===== src/rtl/gpio_port_pkg.sv =====
package gpio_port_pkg;
  localparam int PINS   = 8;
  localparam int ADDR_W = 3;

  typedef enum logic [ADDR_W-1:0] {
    ADDR_IN   = 3'd0,
    ADDR_OUT  = 3'd1,
    ADDR_DIR  = 3'd2,
    ADDR_FUNC = 3'd3,
    ADDR_EDGE = 3'd4,
    ADDR_IEN  = 3'd5,
    ADDR_FLAG = 3'd6,
    ADDR_PULL = 3'd7
  } regAddrE;

  typedef struct packed {
    logic out;
    logic dir;
    logic func;
    logic edgeSel;
    logic ien;
    logic flagClr;
    logic pull;
  } wrStrobeT;
endpackage


===== src/rtl/gpio_port_ctrl.sv =====
module gpio_port_ctrl
  import gpio_port_pkg::*;
#(
  parameter int ADDR_BITS = ADDR_W
) (
  input  logic                 busWr,
  input  logic [ADDR_BITS-1:0] busAddr,
  output wrStrobeT             strb
);
  always_comb begin
    strb = '0;
    if (busWr) begin
      case (regAddrE'(busAddr))
        ADDR_OUT:  strb.out     = 1'b1;
        ADDR_DIR:  strb.dir     = 1'b1;
        ADDR_FUNC: strb.func    = 1'b1;
        ADDR_EDGE: strb.edgeSel = 1'b1;
        ADDR_IEN:  strb.ien     = 1'b1;
        ADDR_FLAG: strb.flagClr = 1'b1;
        ADDR_PULL: strb.pull    = 1'b1;
        default:   strb         = '0;
      endcase
    end
  end
endmodule


===== src/rtl/gpio_port_dp.sv =====
module gpio_port_dp
  import gpio_port_pkg::*;
#(
  parameter int PIN_COUNT = PINS,
  parameter int ADDR_BITS = ADDR_W
) (
  input  logic                 clk,
  input  logic                 rstN,
  input  wrStrobeT             strb,
  input  logic [PIN_COUNT-1:0] wrData,
  input  logic [ADDR_BITS-1:0] rdAddr,
  output logic [PIN_COUNT-1:0] rdData,
  input  logic [PIN_COUNT-1:0] padIn,
  input  logic [PIN_COUNT-1:0] altOut,
  input  logic [PIN_COUNT-1:0] altOe,
  output logic [PIN_COUNT-1:0] padOut,
  output logic [PIN_COUNT-1:0] padOe,
  output logic                 irq,
  output logic [PIN_COUNT-1:0] inVec,
  output logic [PIN_COUNT-1:0] flagVec,
  output logic [PIN_COUNT-1:0] enVec,
  output logic [PIN_COUNT-1:0] funcVec
);
  logic [PIN_COUNT-1:0] outQ, dirQ, funcQ, edgeQ, ienQ, flagQ, pullQ;
  logic [PIN_COUNT-1:0] syncA, syncB, prevQ;
  logic [PIN_COUNT-1:0] edgeHit, clrMask;

  assign clrMask = strb.flagClr ? wrData : '0;

  always_ff @(posedge clk or negedge rstN) begin
    if (!rstN) begin
      outQ  <= '0;
      dirQ  <= '0;
      funcQ <= '0;
      edgeQ <= '0;
      ienQ  <= '0;
      flagQ <= '0;
      pullQ <= '0;
      syncA <= '0;
      syncB <= '0;
      prevQ <= '0;
    end else begin
      if (strb.out)     outQ  <= wrData;
      if (strb.dir)     dirQ  <= wrData;
      if (strb.func)    funcQ <= wrData;
      if (strb.edgeSel) edgeQ <= wrData;
      if (strb.ien)     ienQ  <= wrData;
      if (strb.pull)    pullQ <= wrData;
      syncA <= padIn;
      syncB <= syncA;
      prevQ <= syncB;
      // a fresh edge wins over a clearing write
      flagQ <= (flagQ & ~clrMask) | edgeHit;
    end
  end

  for (genvar i = 0; i < PIN_COUNT; i++) begin : g_pin
    assign edgeHit[i] = edgeQ[i] ? (prevQ[i] & ~syncB[i])
                                 : (~prevQ[i] & syncB[i]);
    assign padOut[i]  = funcQ[i] ? altOut[i] : outQ[i];
    assign padOe[i]   = funcQ[i] ? altOe[i]  : dirQ[i];
  end

  assign irq = |(flagQ & ienQ);

  always_comb begin
    case (regAddrE'(rdAddr))
      ADDR_IN:   rdData = syncB;
      ADDR_OUT:  rdData = outQ;
      ADDR_DIR:  rdData = dirQ;
      ADDR_FUNC: rdData = funcQ;
      ADDR_EDGE: rdData = edgeQ;
      ADDR_IEN:  rdData = ienQ;
      ADDR_FLAG: rdData = flagQ;
      ADDR_PULL: rdData = pullQ;
      default:   rdData = '0;
    endcase
  end

  assign inVec   = syncB;
  assign flagVec = flagQ;
  assign enVec   = ienQ;
  assign funcVec = funcQ;
endmodule


===== src/rtl/gpio_port.sv =====
module gpio_port
  import gpio_port_pkg::*;
#(
  parameter int PIN_COUNT = PINS,
  parameter int ADDR_BITS = ADDR_W
) (
  input  logic                 clk,
  input  logic                 rstN,
  input  logic [ADDR_BITS-1:0] busAddr,
  input  logic                 busWr,
  input  logic [PIN_COUNT-1:0] busWrData,
  output logic [PIN_COUNT-1:0] busRdData,
  input  logic [PIN_COUNT-1:0] padIn,
  output logic [PIN_COUNT-1:0] padOut,
  output logic [PIN_COUNT-1:0] padOe,
  input  logic [PIN_COUNT-1:0] altOut,
  input  logic [PIN_COUNT-1:0] altOe,
  output logic                 irq
);
  wrStrobeT             strb;
  logic [PIN_COUNT-1:0] inVec, flagVec, enVec, funcVec;

  gpio_port_ctrl #(.ADDR_BITS(ADDR_BITS)) u_ctrl (
    .busWr   (busWr),
    .busAddr (busAddr),
    .strb    (strb)
  );

  gpio_port_dp #(.PIN_COUNT(PIN_COUNT), .ADDR_BITS(ADDR_BITS)) u_dp (
    .clk     (clk),
    .rstN    (rstN),
    .strb    (strb),
    .wrData  (busWrData),
    .rdAddr  (busAddr),
    .rdData  (busRdData),
    .padIn   (padIn),
    .altOut  (altOut),
    .altOe   (altOe),
    .padOut  (padOut),
    .padOe   (padOe),
    .irq     (irq),
    .inVec   (inVec),
    .flagVec (flagVec),
    .enVec   (enVec),
    .funcVec (funcVec)
  );
endmodule


===== config.mk =====
export PLATFORM = sky130hd
export DESIGN_NAME = gpio_port
export DESIGN_NICKNAME = d
export VERILOG_FILES = /design/src/rtl/gpio_port_pkg.sv /design/src/rtl/gpio_port_ctrl.sv /design/src/rtl/gpio_port_dp.sv /design/src/rtl/gpio_port.sv
export SDC_FILE = /design/constraint.sdc
export NUM_CORES = 1
export LEC_CHECK = 0
export BUFFER_PORTS_ARGS = -buffer_cell sky130_fd_sc_hd__buf_4
export CAP_MARGIN = 20
export CORE_UTILIZATION = 60
export DETAILED_ROUTE_END_ITERATION = 8
export GPL_ROUTABILITY_DRIVEN = 0
export MAX_ROUTING_LAYER = met4
export PLACE_DENSITY = 0.85
export SKIP_CTS_REPAIR_TIMING = 1
export SYNTH_ARGS = -nofsm -noshare
export SYNTH_HDL_FRONTEND = slang
export SYNTH_SLANG_ARGS = --single-unit

===== constraint.sdc =====
create_clock -name clk -period 2.92 [get_ports clk]
set_input_delay 0.292 -clock clk [delete_from_list [all_inputs] [get_ports clk]]
set_output_delay 0.292 -clock clk [all_outputs]
set_load 0.01 [all_outputs]

# Word level (Yosys, flattened, before mapping)
# Cells that the tools add are included.
# word_totals
reg_bits	80
output_inout_bits	25
# op_classes
eq_ne	7
n_mux	34
bitwise	36
n_reduce_logical	2
# ops
op	count
8-bit one-hot mux with 8 select lines	1
1-bit 2-to-1 mux	31
1-bit AND	16
8-bit AND	2
1-bit NOT	16
3-bit == test, second input constant	4
8-bit 2-to-1 mux	1
8-bit NOT	1
8-bit bitwise OR	1
8-bit OR reduction	1
7-bit 2-to-1 mux	1
3-bit by 2-bit == test with 1-bit output, second input constant	2
3-bit by 1-bit == test with 1-bit output, second input constant	1
3-bit zero test	1

# Depth between registers and ports, before layout
# Gate-level depths: netlist (run 1).
# logic_depth
word_depth	7
depth_mapped	5

# Cells and area by module
# Synthesis (run 1) repeated with hierarchy kept, for this count alone.
# unflattened
cells_unflattened	284
hier_area_um2	3679.8
# modules_own_cells
module	n_inst	cells_per_inst	area_per_inst_um2	seq_area_each_um2
gpio_port_dp	1	277	3598.5	2001.9
gpio_port_ctrl	1	7	81.3	0.0

# Worst setup path after synthesis (run 1)
# OpenSTA, ideal clock, no wires.
# synth_path
path_kind	input -> output
from	input port busAddr[2]
to	output port busRdData[0]
t_arrival_ps	1217
path_slack_ps	1411
stages	3
path_cell_list	buf_6 -> mux4_2 -> mux2_4
# synth_via
elab_chain_cells	2
word_cells_on_any_way	9
cone_classes	eq/ne: 7; mux: 1; reduce/logical: 1
# synth_rtl
item	line_no	rtl
start: declaration	gpio_port.sv:9	input logic [ADDR_BITS-1:0] busAddr,
3-bit == test, or another cell as far along	gpio_port_dp.sv:67	case (regAddrE'(rdAddr))
8-bit one-hot mux with 8 select lines *	gpio_port_dp.sv:67	
end: declaration	gpio_port.sv:12	output logic [PIN_COUNT-1:0] busRdData,
# Every way passes the cells marked *; elsewhere a longest branch is shown, timed or not.

# Final worst setup path (run 1)
# layout_path
from	register u_dp.syncB[1] (netlist: u_dp.inVec[1])
to	output port busRdData[1]
# layout_via
elab_chain_cells	1
# layout_rtl
item	line_no	rtl
start: declaration	gpio_port_dp.sv:25	logic [PIN_COUNT-1:0] syncA, syncB, prevQ;
start signal: assignment	gpio_port_dp.sv:50	syncB <= syncA;
8-bit one-hot mux with 8 select lines	gpio_port_dp.sv:67	
# No other way between the ends.

==> summary.log, run 1 <==
[detailed_routing] count of nets left with antenna violations after detail routing 0
[global_routing] global-route usage over all layers 27.9%
[global_routing] maximum number of pins on one net before global-route repair 81
[hold_path] hold path start padIn[5]
[synth] average size of a mapped cell 13.4 µm²
[timing] Final TNS setup 0 ps
[finish] Ant. Diodes 0
[timing] pins over their slew limit 0
[critical_path] R2R cell count 3
[clock_network] insertion delay to the later sink of the worst-skew pair 350 ps
[hold_path] hold path depth 1
[synth] cells after synthesis 265
[floorplan] CORE AREA 5610 µm²
[synth] number of flops mapped to enable cells by yosys 0
[detailed_routing] length of the first detailed-routing pass in iterations 4
[timing] worst clock skew on the final layout 3.78 ps
[timing] Min Clock Period, post-route 1970 ps
[floorplan] boundary pin count 63
[critical_path] reg-to-reg slack, setup 2090 ps
[detailed_routing] wire length per cell after detailed routing 18.1 µm
[pwr] IR Drop Worst-Case VDD 0.000440 V
[global_routing] overall overflow remaining after global route 0
[clock_network] maximum root-to-sink buffer count 2
[synth] synthesized cell area 3540 µm²
[timing] number of endpoints failing setup at the final stage 0
[timing] measured slew at the worst slew-check pin 967 ps
[finish] fraction of layout instances using a drive strength above 1 42.8%
[synth] Synth Flop Type sky130_fd_sc_hd__dfrtp_1
[finish] layout-stage area growth over the synthesis result 21.1%
[synth] top-area cell type share of the netlist area 56.6%
[critical_path] endpoint of the most critical register-to-register path u_dp.flagVec[0]
[timing] Hold Fails Final Rpt 0
[floorplan] Die Span Y 78.8 µm
[timing] highest clock rate 509 MHz
[synth] Synthesis Warnings 0
[flow_run] count of maximum capacitance violations 0
[clock_network] buffer cell driving the clock tree root sky130_fd_sc_hd__clkbuf_8
[global_routing] vias in the first global route 2538
[synth] main area contributors after synthesis sky130_fd_sc_hd__dfrtp_1, sky130_fd_sc_hd__mux2_2, sky130_fd_sc_hd__mux4_2
[placed_design] dpl ws 827 ps
[critical_path] endpoint arrival time on the critical path 1670 ps
[critical_path] maximum net fanout on the critical path 4
[detailed_routing] via count 2376
[detailed_routing] wire length reported by the detailed router 7360 µm
[synth] most instantiated cells after synthesis sky130_fd_sc_hd__dfrtp_1, sky130_fd_sc_hd__nand2_1, sky130_fd_sc_hd__mux2_2, sky130_fd_sc_hd__o21ai_0, sky130_fd_sc_hd__mux4_2
[critical_path] critical path required time 2630 ps
[hold_path] Worst Hold Path EP u_dp.syncA[5]
[synth] number of synthesized register bits 80
[critical_path] sort of element at the end of the critical path output port
[finish] count of nets after finishing 367
[hold_path] classification of the worst-slack hold path input pin to flip-flop
[global_routing] first-pass GRT wire length 12300 µm
[floorplan] effective utilization at floorplan 63.1%
[placed_design] number of buffers inserted by port buffering 62
[detailed_routing] number of vias per cell after detailed routing 5.85
[synth] cell type contributing the most total cell area after synthesis sky130_fd_sc_hd__dfrtp_1
[timing] remaining max-slew budget at the tightest pin 34.6%
[floorplan] die area 6210 µm²
[run_status] outcome completed
[floorplan] row cnt 27
[detailed_routing] DRC viols 0
[detailed_routing] initial DRC count 146
[synth] portion of the post-synthesis area used by sequential elements 56.6%
[clock_network] TritonCTS clock tree done
[clock_network] CTS clock-pin slew for the worst setup and hold paths 80 ps
[synth] Net Count, Synth 303
[synth] number of distinct library cells after synthesis 19
[clock_network] total clock sinks 80
[synth] cell with the most instances after synthesis sky130_fd_sc_hd__dfrtp_1
[timing] unrepaired setup endpoints after global routing no
[pwr] leakage power 1.92 nW
[clock_network] total clock buffers created by CTS 9
[floorplan] Die X-Extent 78.8 µm
[critical_path] Startpoint Class flip-flop
[placed_design] post-detailed-placement half-perimeter wirelength 4940 µm
[critical_path] class of the most critical setup path flip-flop to output port
[pwr] pwr/cell area 701 nW/µm²
[global_routing] initial antenna violation count 0
[timing] final clock period utilization by the worst path 67.3%
[critical_path] worst flop-to-flop path startpoint u_dp.edgeQ[0]
[synth] async set-reset flop share out of synthesis 100%
[clock_network] H-tree depth reported by CTS 3
[finish] utilization after layout 76.4%
[timing] Final Worst Setup Slack 954 ps
## logic make-up after synthesis
| group | count (synthesis) | share of synthesized area [%] |
|---|---|---|
| simple gates | 60 | 7.71 |
| compound gates | 44 | 7.07 |
| buf+inv | 18 | 2.69 |
| flops | 80 | 56.6 |
| mux | 63 | 26.0 |
## worst max-delay path, cell delays in order (launching register included)
cell	delay, ps
sky130_fd_sc_hd__dfrtp_1	440
sky130_fd_sc_hd__mux4_2	470
sky130_fd_sc_hd__mux2_4	280
sky130_fd_sc_hd__buf_4	140
## worst max-delay path by stage
stage	from	endpoint	slack, ps	cells past startpoint
final	u_dp.inVec[1]	busRdData[1]	950	3
after global routing	u_dp.funcVec[6]	busRdData[6]	900	3
after CTS	u_dp.inVec[1]	busRdData[1]	930	3
after detailed placement	busAddr[2]	u_dp.edgeQ[0]	830	3
after global placement	busAddr[2]	u_dp.edgeQ[4]	910	3
after floorplan	busAddr[2]	busRdData[0]	1410	3
## placed cells by master (no fill, tap or decap)
cell type / count
sky130_fd_sc_hd__buf_4: 63
sky130_fd_sc_hd__clkinv_2: 2
sky130_fd_sc_hd__mux2_4: 7
sky130_fd_sc_hd__clkinvlp_4: 1
sky130_fd_sc_hd__nand4_1: 2
sky130_fd_sc_hd__nand4b_1: 3
sky130_fd_sc_hd__nor2_1: 8
sky130_fd_sc_hd__bufinv_16: 3
sky130_fd_sc_hd__o21ai_0: 32
sky130_fd_sc_hd__o211ai_1: 8
sky130_fd_sc_hd__dfrtp_1: 80
sky130_fd_sc_hd__nor3_4: 1
sky130_fd_sc_hd__inv_1: 8
sky130_fd_sc_hd__nor4bb_2: 2
sky130_fd_sc_hd__mux2_2: 40
sky130_fd_sc_hd__nand2b_1: 1
sky130_fd_sc_hd__mux4_2: 15
sky130_fd_sc_hd__a22oi_1: 4
sky130_fd_sc_hd__mux4_1: 1
sky130_fd_sc_hd__clkbuf_1: 1
sky130_fd_sc_hd__clkbuf_8: 9
sky130_fd_sc_hd__nand2_1: 43
## final cells by class
type,instances,area [µm²]
sequential,80,2000
clock inverter,6,108
tap,72,90.1
timing repair buffer,63,473
multi-input combinational,167,1460
clock buffer,10,128
fill,346,1320
inverter,8,30.0
## registers in the layout, summed over array words and instances, names as in the netlist
name / count
u_dp.prevQ: 8
u_dp.pullQ: 8
u_dp.flagVec: 8
u_dp.edgeQ: 8
u_dp.enVec: 8
u_dp.inVec: 8
u_dp.outQ: 8
u_dp.funcVec: 8
u_dp.syncA: 8
u_dp.dirQ: 8
## layer usage
metal	vias up	part of all wire [%]	global-route usage, %
met3	9	7.5	7.82
li1	1088	-	-
met2	84	51	44.3
met4	0	1.2	9.26
met5	-	0	-
met1	1195	40	34.8
## per-stage QoR
| step | hold WS (ps) | total power, mW | instances | cell area (µm²) |
|---|---|---|---|---|
| 5_1_grt | 26.0 | 3.15 | 406 | 4290 |
| 2_1_floorplan | -3.59 | 1.79 | 265 | 3540 |
| 3_5_place_dp | 336 | 2.07 | 390 | 4050 |
| 4_1_cts | 26.5 | 3.03 | 406 | 4290 |
| 6_report | 40.3 | 3.00 | 406 | 4290 |
| 3_3_place_gp | 333 | 2.04 | 390 | 4050 |
## where the power goes
group	internal, mW	switching, mW	leakage, nW
clock network	0.565	0.384	0.116
logic	0.390	0.249	0.861
registers	1.27	0.144	0.944
total	2.23	0.778	1.92
Note: power is estimated with default switching activity, not from simulation.
==> run 2, diff against run 1 <==
Settings changed: CORE_UTILIZATION 60 to 50, PLACE_DENSITY 0.85 to 0.75.
Clock period 2.92 ns to 1.7 ns, I/O delays scaled along.
==> summary.log, run 2 (synthesis results as in run 1) <==
[run_status] outcome finished with violations [was completed]
[run_status] violated checks setup timing
[global_routing] initial antenna violation count 0 [unchanged]
[floorplan] Die X-Extent 86.1 µm [was 78.8 µm]
[hold_path] Worst Hold Path EP u_dp.outQ[7] [was u_dp.syncA[5]]
[clock_network] H-tree depth reported by CTS 3 [unchanged]
[finish] fraction of layout instances using a drive strength above 1 49.4% [was 42.8%]
[detailed_routing] length of the first detailed-routing pass in iterations 4 [unchanged]
[finish] leading cell types in the layout, fill and taps excluded sky130_fd_sc_hd__buf_4, sky130_fd_sc_hd__dfrtp_1, sky130_fd_sc_hd__nand2_1 [was sky130_fd_sc_hd__dfrtp_1, sky130_fd_sc_hd__buf_4, sky130_fd_sc_hd__nand2_1]
[timing] unrepaired setup endpoints after global routing yes [was no]
[critical_path] slowest cell delay on critical path 480 ps [was 470 ps]
[hold_path] hold path start busWrData[7] [was padIn[5]]
[placed_design] dpl ws 26.3 ps [was 827 ps]
[clock_network] buffer cell driving the clock tree root sky130_fd_sc_hd__clkbuf_8 [unchanged]
[detailed_routing] wire length per cell after detailed routing 16.8 µm [was 18.1 µm]
[timing] highest clock rate 551 MHz
[floorplan] die area 7420 µm² [was 6210 µm²]
[hold_path] hold path depth 2 [was 1]
[critical_path] cell-by-cell trace of the critical path mux4_2 > mux2_4 > buf_6 [was mux4_2 > mux2_4 > buf_4]
[clock_network] TritonCTS clock tree done [unchanged]
[clock_network] total clock sinks 80 [unchanged]
[hold_path] classification of the worst-slack hold path input pin to flip-flop [unchanged]
[critical_path] CP max-delay cell sky130_fd_sc_hd__mux4_2 [unchanged]
[finish] layout-stage area growth over the synthesis result 36.5% [was 21.1%]
[timing] Min Clock Period, post-route 1820 ps
[critical_path] class of the most critical setup path flip-flop to output port [unchanged]
[global_routing] first-pass GRT wire length 12200 µm [was 12300 µm]
[critical_path] worst flop-to-flop path startpoint u_dp.edgeQ[3] [was u_dp.edgeQ[0]]
[detailed_routing] wire length reported by the detailed router 8230 µm [was 7360 µm]
[timing] final clock period utilization by the worst path 107%
[critical_path] Startpoint Class flip-flop [unchanged]
[floorplan] effective utilization at floorplan 51.8% [was 63.1%]
[detailed_routing] initial DRC count 142 [was 146]
[critical_path] reg-to-reg slack, setup 710 ps [was 2090 ps]
[timing] worst hold margin 75.0 ps [was 40.3 ps]
[timing] measured slew at the worst slew-check pin 357 ps [was 967 ps]
[detailed_routing] DRC viols 0 [unchanged]
[floorplan] CORE AREA 6830 µm² [was 5610 µm²]
[timing] Final Worst Setup Slack -116 ps [was 954 ps]
[global_routing] maximum number of pins on one net before global-route repair 38 [was 81]
[detailed_routing] number of vias per cell after detailed routing 5.40 [was 5.85]
[timing] worst clock skew on the final layout 3.02 ps [was 3.78 ps]
[floorplan] row cnt 30 [was 27]
[finish] post-route non-filler standard cell count 491 [was 406]
[global_routing] vias in the first global route 2470 [was 2538]
[pwr] leakage power 2.22 nW [was 1.92 nW]
[critical_path] sort of element at the end of the critical path output port [unchanged]
[timing] number of endpoints failing setup at the final stage 7 [was 0]
[flow_run] count of maximum capacitance violations 0 [unchanged]
[clock_network] total clock buffers created by CTS 9 [unchanged]
[pwr] pwr/cell area 1120 nW/µm² [was 701 nW/µm²]
[floorplan] Die Span Y 86.1 µm [was 78.8 µm]
[detailed_routing] via count 2651 [was 2376]
[critical_path] R2R cell count 5 [was 3]
[timing] remaining max-slew budget at the tightest pin 75.9% [was 34.6%]
[clock_network] insertion delay to the later sink of the worst-skew pair 350 ps [about the same]
[timing] pins over their slew limit 0 [unchanged]
[pwr] IR Drop Worst-Case VDD 0.000802 V [was 0.000440 V]
[finish] count of nets after finishing 428 [was 367]
[clock_network] CTS clock-pin slew for the worst setup and hold paths 80 ps [about the same]
[timing] Hold Fails Final Rpt 0 [unchanged]
[critical_path] endpoint of the most critical register-to-register path u_dp.flagVec[3] [was u_dp.flagVec[0]]
[finish] FILL cells 493 [was 346]
[placed_design] cell count after placement 429 [was 390]
[finish] Ant. Diodes 0 [unchanged]
[detailed_routing] count of nets left with antenna violations after detail routing 0 [unchanged]
[placed_design] number of buffers inserted by port buffering 62 [unchanged]
[critical_path] critical path required time 1530 ps [was 2630 ps]
[finish] most common library cell in the layout ignoring fill and taps sky130_fd_sc_hd__buf_4 [was sky130_fd_sc_hd__dfrtp_1]
[placed_design] post-detailed-placement half-perimeter wirelength 5430 µm [was 4940 µm]
[critical_path] maximum net fanout on the critical path 3 [was 4]
[floorplan] boundary pin count 63 [unchanged]
[clock_network] maximum root-to-sink buffer count 2 [unchanged]
[global_routing] global-route usage over all layers 23.3% [was 27.9%]
[critical_path] endpoint arrival time on the critical path 1650 ps [was 1670 ps]
[global_routing] overall overflow remaining after global route 0 [unchanged]
==> run 2: cell count changes in the layout (fill, tap and decap cells not counted), moves of 2 or more <==
cell,change
sky130_fd_sc_hd__clkinv_2,-2
sky130_fd_sc_hd__clkbuf_8,+3
sky130_fd_sc_hd__buf_6,+8
sky130_fd_sc_hd__dlygate4sd3_1,+9
sky130_fd_sc_hd__buf_4,+43
==> run 2: worst max-delay path: cells and delay by family, from the launching register on <==
family / cells / cell delay, ps
buf+inv: 1 / 120
flops: 1 / 410
mux: 2 / 760
==> run 2: worst max-delay path by stage <==
stage	start	endpoint	slack, ps	depth (start not counted)
4_1_cts	u_dp.flagVec[6]	busRdData[6]	-180	3
3_5_place_dp	busAddr[1]	busRdData[5]	30	4
2_1_floorplan	u_dp.inVec[0]	busRdData[0]	430	2
3_3_place_gp	busAddr[1]	busRdData[5]	70	4
5_1_grt	u_dp.funcVec[0]	busRdData[0]	-160	3
6_report	u_dp.enVec[5]	busRdData[5]	-120	3
==> run 2: metrics by stage <==
step	instance area [µm²]	utilization (%)	setup TNS [ps]	power (mW)
4_1_cts	4440	65.0	-1070	5.18
3_5_place_dp	4210	61.6	0	3.59
2_1_floorplan	3540	-	0	3.07
3_3_place_gp	4210	61.6	0	3.53
5_1_grt	4830	70.7	-1030	5.64
6_report	4830	70.7	-690	5.40
==> run 2: power by group <==
group / total (mW) / leakage (nW) / switching [mW] / internal, mW
logic: 1.41 / 1.16 / 0.525 / 0.884
clock network: 1.59 / 0.117 / 0.645 / 0.950
registers: 2.39 / 0.944 / 0.212 / 2.18
==> run 2: final cells by class <==
cell class,instances,area (µm²),share of cell area (%)
Clock buffer,14,173,3.57
Timing Repair Buffer,124,996,20.6
Clock inverter,2,60.1,1.24
Inverter,8,30.0,0.621
Tap cell,96,120,2.49
Sequential cell,80,2000,41.4
Multi-Input combinational cell,167,1450,30.0
==> run 2: routing by layer <==
metal | wire length (µm) | track usage, % | vias to the layer above
li1 | - | - | 1208
met1 | 3380 | 27.8 | 1338
met2 | 4280 | 37.6 | 88
met3 | 383 | 5.97 | 17
met4 | 189 | 10.3 | 0
met5 | 0 | - | -
